### config.mk
export PLATFORM = sky130hd
export DESIGN_NAME = tick_counter
export DESIGN_NICKNAME = d
export VERILOG_FILES = /design/src/rtl/tick_counter_pkg.sv /design/src/rtl/tick_prescaler.sv /design/src/rtl/wrap_counter.sv /design/src/rtl/tick_counter.sv
export SDC_FILE = /design/constraint.sdc
export NUM_CORES = 1
export LEC_CHECK = 0
export BUFFER_PORTS_ARGS = -buffer_cell sky130_fd_sc_hd__buf_2
export CORE_ASPECT_RATIO = 0.75
export CORE_MARGIN = 3
export CORE_UTILIZATION = 30
export CTS_CLUSTER_SIZE = 20
export DETAILED_ROUTE_END_ITERATION = 8
export PLACE_DENSITY_LB_ADDON = 0.05
export SLEW_MARGIN = 15
export SYNTH_ARGS = -nofsm -noshare
export SYNTH_HDL_FRONTEND = slang
export SYNTH_SLANG_ARGS = --single-unit
### constraint.sdc
create_clock -name clk_i -period 1.95 [get_ports clk_i]
set_clock_uncertainty 0.1 [all_clocks]
set_input_delay 0.39 -clock clk_i [delete_from_list [all_inputs] [get_ports clk_i]]
set_output_delay 0.39 -clock clk_i [all_outputs]
set_load 0.005 [all_outputs]
### src/rtl/tick_counter_pkg.sv
package tick_counter_pkg;
  typedef enum logic {
    WRAP_FULL = 1'b0,
    WRAP_ALT  = 1'b1
  } wrap_mode_e;

  localparam int unsigned DEF_CNT_W     = 8;
  localparam int unsigned DEF_PRE_W     = 4;
  localparam int unsigned DEF_ALT_COUNT = 103;
endpackage

### src/rtl/tick_prescaler.sv
module tick_prescaler #(
  parameter int unsigned PRE_W = 4
) (
  input  logic clk_i,
  input  logic rst_ni,
  input  logic clr_i,
  output logic tick_o
);
  logic [PRE_W-1:0] phase_q;

  always_ff @(posedge clk_i or negedge rst_ni) begin
    if (!rst_ni)    phase_q <= '0;
    else if (clr_i) phase_q <= '0;
    else            phase_q <= phase_q + 1'b1;
  end

  // enable on the last phase so the first step lands 2**PRE_W edges after clear
  assign tick_o = &phase_q;
endmodule

### src/rtl/wrap_counter.sv
module wrap_counter
  import tick_counter_pkg::*;
#(
  parameter int unsigned CNT_W     = 8,
  parameter int unsigned ALT_COUNT = 103
) (
  input  logic             clk_i,
  input  logic             rst_ni,
  input  logic             clr_i,
  input  logic             tick_i,
  input  wrap_mode_e       mode_i,
  output logic [CNT_W-1:0] count_o
);
  localparam logic [CNT_W-1:0] ALT_LAST  = CNT_W'(ALT_COUNT - 1);
  localparam logic [CNT_W-1:0] FULL_LAST = {CNT_W{1'b1}};

  logic [CNT_W-1:0] cnt_q, cnt_d;
  logic [CNT_W-1:0] last;
  logic             at_last;

  generate
    if (ALT_COUNT >= (1 << CNT_W)) begin : g_no_alt
      assign last = FULL_LAST;
    end else begin : g_alt
      assign last = (mode_i == WRAP_ALT) ? ALT_LAST : FULL_LAST;
    end
  endgenerate

  assign at_last = (cnt_q >= last);

  always_comb begin
    cnt_d = cnt_q;
    if (clr_i)       cnt_d = '0;   // clear beats tick
    else if (tick_i) cnt_d = at_last ? '0 : cnt_q + 1'b1;
  end

  always_ff @(posedge clk_i or negedge rst_ni) begin
    if (!rst_ni) cnt_q <= '0;
    else         cnt_q <= cnt_d;
  end

  assign count_o = cnt_q;
endmodule

### src/rtl/tick_counter.sv
module tick_counter
  import tick_counter_pkg::*;
#(
  parameter int unsigned CNT_W     = DEF_CNT_W,
  parameter int unsigned PRE_W     = DEF_PRE_W,
  parameter int unsigned ALT_COUNT = DEF_ALT_COUNT
) (
  input  logic             clk_i,
  input  logic             rst_ni,
  input  logic             mode_i,
  input  logic             mode_wr_i,
  output logic [CNT_W-1:0] count_o
);
  logic       tick;
  wrap_mode_e mode;

  assign mode = wrap_mode_e'(mode_i);

  tick_prescaler #(.PRE_W(PRE_W)) u_pre (
    .clk_i  (clk_i),
    .rst_ni (rst_ni),
    .clr_i  (mode_wr_i),
    .tick_o (tick)
  );

  wrap_counter #(.CNT_W(CNT_W), .ALT_COUNT(ALT_COUNT)) u_cnt (
    .clk_i   (clk_i),
    .rst_ni  (rst_ni),
    .clr_i   (mode_wr_i),
    .tick_i  (tick),
    .mode_i  (mode),
    .count_o (count_o)
  );
endmodule

== Word-level counts from Yosys, hierarchy flattened ==
Cells that the tools add are included.

* Add/sub/neg operators: 2
* Magnitude comparators: 1
* Muxes and demuxes: 5
* Reduce and logical (&&, ||, !) cells: 2

{| class="wikitable"
|+ Operator list
! operator !! count
|-
| $mux W8 || 4
|-
| $add A8 B1 Y8 const B || 1
|-
| $ge A8 B8 Y1 || 1
|-
| $add A4 B1 Y4 const B || 1
|-
| $mux W4 || 1
|-
| $reduce_and A4 Y1 || 1
|-
| $reduce_bool A2 Y1 || 1
|}

* Flip-flop bits (word level): 12
* Bits of input ports: 4
* Output and inout port bits: 8
* Word-level logic and storage cells: 12

== Logic depth before layout (Yosys ltp) ==
* Word-level depth: 5
* Gate-level depth with buffers: 6

== Cells and area by module ==
Synthesis repeated with hierarchy kept, for this count alone.

* Cell total of the unflattened synthesis: 68
* Area total of the unflattened synthesis: 695.7 um2

{| class="wikitable"
|+ By module, submodules not included
! module !! times used !! cells each !! area an instance (um2) !! sequential area each (um2)
|-
| wrap_counter || 1 || 54 || 518.0 || 200.2
|-
| tick_prescaler || 1 || 14 || 177.7 || 100.1
|}

== Worst setup path after synthesis ==
OpenSTA, ideal clock, no wires.

* Kind: register to register
* From: reg u_cnt.cnt_q[4], in the netlist u_cnt.count_o[4]
* To: reg u_cnt.cnt_q[6], in the netlist u_cnt.count_o[6]
* Library setup time: 0.104 ns
* Arrival time: 1.597 ns
* Required time: 1.746 ns
* Path slack: 0.149 ns
* Cell stages (with the launch flop): 6
* Path buffers: 0
* Cells stage by stage: dfrtp_1 > ha_1 > a2111oi_4 > o21a_4 > nor2_4 > o41ai_2

* Longest elaborated chain between the ends: 4
* Elaborated cells between the ends (all ways): 5

{| class="wikitable"
|+ Ends and longest elaborated chain
! what !! line !! text
|-
| from (decl) || wrap_counter.sv:17 || <nowiki>logic [CNT_W-1:0] cnt_q, cnt_d;</nowiki>
|-
| from (signal assigned) || wrap_counter.sv:39 || <nowiki>else cnt_q <= cnt_d;</nowiki>
|-
| $add A8 B1 Y8 or $ge A8 B8 Y1 (tied branches) || wrap_counter.sv:34, wrap_counter.sv:29 ||
|-
| $mux W8 * (2 in series) || wrap_counter.sv:34 || <nowiki>else if (tick_i) cnt_d = at_last ? '0 : cnt_q + 1'b1;</nowiki>
|-
| $mux W8 * || wrap_counter.sv:33 || <nowiki>if (clr_i) cnt_d = '0;</nowiki>
|}

Every way passes the cells marked *; elsewhere a longest branch is shown, timed or not. The select of a mux whose other input is x is not followed.
A chain may end at the register's enable or synchronous reset.

== Final worst setup path ==
Ends and elaborated chain as after synthesis.

==> results.md <==
Global routing:
- The total global routing track utilization is 12.7%.
- The wire length of the first global-routing pass is 3010 um.
- The number of antenna violations at the first check in global routing is 0.
- The via count of the first global-routing pass was 622.
- The overflow left after global routing is 0.
- Entering global routing, the biggest net connects 13 pins.

Clock tree:
- The insertion delay of the later-clocked pin in the worst-skew pair is 0.28 ns.
- The hold buffer count at CTS is 1.
- The clock net in this run drives a total of 12 sinks.
- Once the clock tree was built, the setup fixing pass inserted 0 buffers.
- The number of buffers added by the clock tree synthesis step is 3.
- Clock-pin slew was measured on the worst setup and hold paths at 0.07 ns.
- The number of buffers between clock root and the deepest sink is 2.
- The TritonCTS clock tree is done.
- The cell at the root of the clock tree is clkbuf_4.
- Post-CTS repair changed the size of 0 cells.
- In this run the number of H-tree levels came out at 1.

Yosys:
- The number of flip-flops and latches in the synthesized netlist is 12.
- The library cell with the highest instance count after synthesis is dfrtp_1.
- The number of nets handed over by synthesis was 80.
- The count of different cell masters after synthesis is 30.
- For this run, the number of Yosys warnings is 0.
- The synthesized design devotes to its leading area cell type 40.5% of total area.
- After synthesis, flip-flops and latches occupy 40.5% of the total area.
- The synthesized design contains 0 enable-type register cells.
- The cell count after synthesis came out at 70.
- Yosys attributes the largest share of cell area to dfrtp_1 40%, ha_1 10%, a2111oi_4 3.7%.
- The summed instance area of the synthesized netlist is 742 um^2.
- After synthesis, the mean cell area works out to 10.6 um^2.
- Counting flops with an async set or reset pin after synthesis yields a share of 100%.
- In the synthesized netlist the dominant register cell turns out to be dfrtp_1.
- In the synthesized netlist, the cells that appear most often are 12 x dfrtp_1, 6 x ha_1, 6 x nand2_1, 6 x nor2_1, 5 x nand3_1.
- The synthesized design spends more area on one cell type than any other, namely dfrtp_1.

Timing:
- In the final timing run, aggregate negative setup slack is 0 ns.
- The worst path in the final design needs a cycle of 1.78 ns, including I/O delays and setup.
- The final clock period utilization by the worst path is 91.0%.
- The post-layout worst setup margin is 0.175 ns.
- The highest clock rate is 0.563 GHz.
- The number of setup violations in the final report is 0.
- Setup repair after global routing left no endpoint under its margin.
- On the final layout, the worst hold slack is 0.332 ns.
- The final number of max-transition violations is 0.
- In this run the tightest slew margin relative to its limit is 75.7%.
- The count of final hold-check violations is 0.
- For the pin with the worst max-slew slack, the measured transition is 0.363 ns.

Critical path:
- Along the worst path, the maximum fanout reaches 6.
- The worst setup path is launched from a flop.
- Data arrives at the worst endpoint at 1.86 ns.
- The category of the most critical setup path is reg2reg.
- The endpoint type of the worst setup path is a flop.
- The required time of the critical path is 2.03 ns.

Place:
- The placed instance area is 863 um^2.
- Including well taps, the total number of placed cells is 117.
- After legalization and detailed placement, the total HPWL measured 1310 um.
- The pre-CTS setup slack is 0.0311 ns.
- The quantity of I/O buffers inserted on ports is 11.
- At the end of routability-driven placement, the weighted congestion stood at 0.693.

Cells and area:
- The area growth from synthesis to layout is 20.7%.
- The post-layout utilization of the core is 41.2%.
- The final instance count without filler cells is 121.
- Of the cells placed in the final design, the portion with a size suffix greater than 1 is 30.3%.
- The repair_antennas step left the layout with diodes totalling 0.
- With fillers left out, the area of the finished cells amounts to 896 um^2.
- The number of nets in the layout is 101.
- The count of fill cells added during filler insertion is 237.

Drt:
- The routed design has 1700 um of wire.
- The count of nets left with antenna violations once routing finished came out at 0.
- After detailed routing, the number of remaining DRC violations is 0.
- The first TritonRoute pass finished after 4 iterations.
- The number of DRC markers after the initial detailed-route iteration is 19.
- After detailed routing, the average wire length per cell comes to 14.0 um.
- The via count normalized by instance count is 5.21.
- The routed layout has 630 vias.

Floorplan:
- The die width is 63.4 um.
- The effective utilization at floorplan is 34.2%.
- The area of the placeable core is 0.00217 mm^2.
- The die footprint is 0.00311 mm^2.
- 12 I/O pins were placed.
- After floorplanning, the core was divided into 14 placement rows.
- From bottom edge to top edge, the die measures 49.1 um.

Status:
- The flow ran to the end, and the final reports show no timing, DRC or antenna violations.

Power and ir drop:
- The power per cell area is 582 mW/mm^2.
- The design draws 0.522 mW.
- In this run the static leakage power is 0.401 nW.
- IR analysis of the VDD net gives a maximum drop of 0.000224 V.

Worst hold path:
- The min-delay analysis places its worst path in the category in2reg.

Job:
- Across the run, the number of max-cap violations was 0.
-- logic make-up after synthesis --
family | count (synthesis) | share of synthesized area (%)
xor+xnor | 2 | 2.36
buf+inv | 3 | 2.53
compound gates | 18 | 23.6
simple gates | 28 | 19.6
flops | 12 | 40.5
mux | 1 | 1.35
fa+ha+maj | 6 | 10.1
-- state kept, by name (all words and copies together), names as in the netlist --
signal,cells
u_cnt.count_o,8
u_pre.phase_q,4
-- cell type report --
| type | count | area, um^2 | area share (%) |
|---|---|---|---|
| multi-input combinational | 55 | 423 | 47.2 |
| sequential | 12 | 300 | 33.5 |
| inverter | 2 | 7.51 | 0.838 |
| tap | 32 | 40.0 | 4.47 |
| timing repair buffer | 17 | 103 | 11.5 |
| clock buffer | 3 | 22.5 | 2.51 |
-- worst max-delay path: stages, from the launching register on --
cell and delay (ns):
dfrtp_1 0.40, ha_1 0.33, a2111oi_4 0.31, o21a_4 0.19, nor2_4 0.05, o41ai_2 0.29
-- report_power, final --
part / switching (mW) / total, mW / internal, mW
Combinational: 0.0535 / 0.0989 / 0.0455
Sequential: 0.00819 / 0.267 / 0.259
Clock: 0.0836 / 0.155 / 0.0717
-- path summary, 6_finish.rpt --
| check | cells after the start | endpoint | start | slack, ns |
|---|---|---|---|---|
| setup reg to reg | 5 | u_cnt.count_o[6] | u_cnt.count_o[4] | 0.17 |
| hold / removal | 2 | u_pre.phase_q[2] | mode_wr_i | 0.33 |
| setup / recovery | 5 | u_cnt.count_o[6] | u_cnt.count_o[4] | 0.17 |
| hold reg to reg | 1 | u_pre.phase_q[0] | u_pre.phase_q[0] | 0.36 |
| min in group asynchronous | 2 | u_cnt.count_o[5] | rst_ni | 0.43 |
| max in group asynchronous | 2 | u_cnt.count_o[7] | rst_ni | 1.08 |
-- routing by layer --
| metal | GRT usage [%] | up-vias | wire length [um] | part of all wire [%] |
|---|---|---|---|---|
| met1 | 17.5 | 293 | 867 | 51 |
| met2 | 17.9 | 26 | 690 | 41 |
| met4 | 5.38 | 0 | 27 | 1.6 |
| met3 | 4.38 | 5 | 112 | 6.6 |
| li1 | - | 306 | - | - |
| met5 | 0 | - | 0 | 0 |
-- layout by cell type (no fill, tap or decap) --
cell,count
buf_4,5
nor2_4,1
a311oi_2,1
or3_1,1
o41ai_2,1
buf_2,11
a31oi_2,1
nand4_1,1
nor3_1,2
xor2_1,1
nand3b_1,1
nand3_1,5
nor2_1,6
mux2i_1,1
a31o_2,1
o211ai_1,2
o31ai_1,3
and3_1,1
inv_1,2
clkbuf_4,3
o21ai_0,4
dfrtp_1,12
a21oi_1,1
nand2_1,6
and2b_2,1
o221ai_1,2
o21a_4,1
dlygate4sd3_1,1
nor2b_1,1
xnor2_1,1
a2111oi_4,1
ha_1,6
nand2b_1,2
Note: power is estimated with default switching activity, not from simulation.
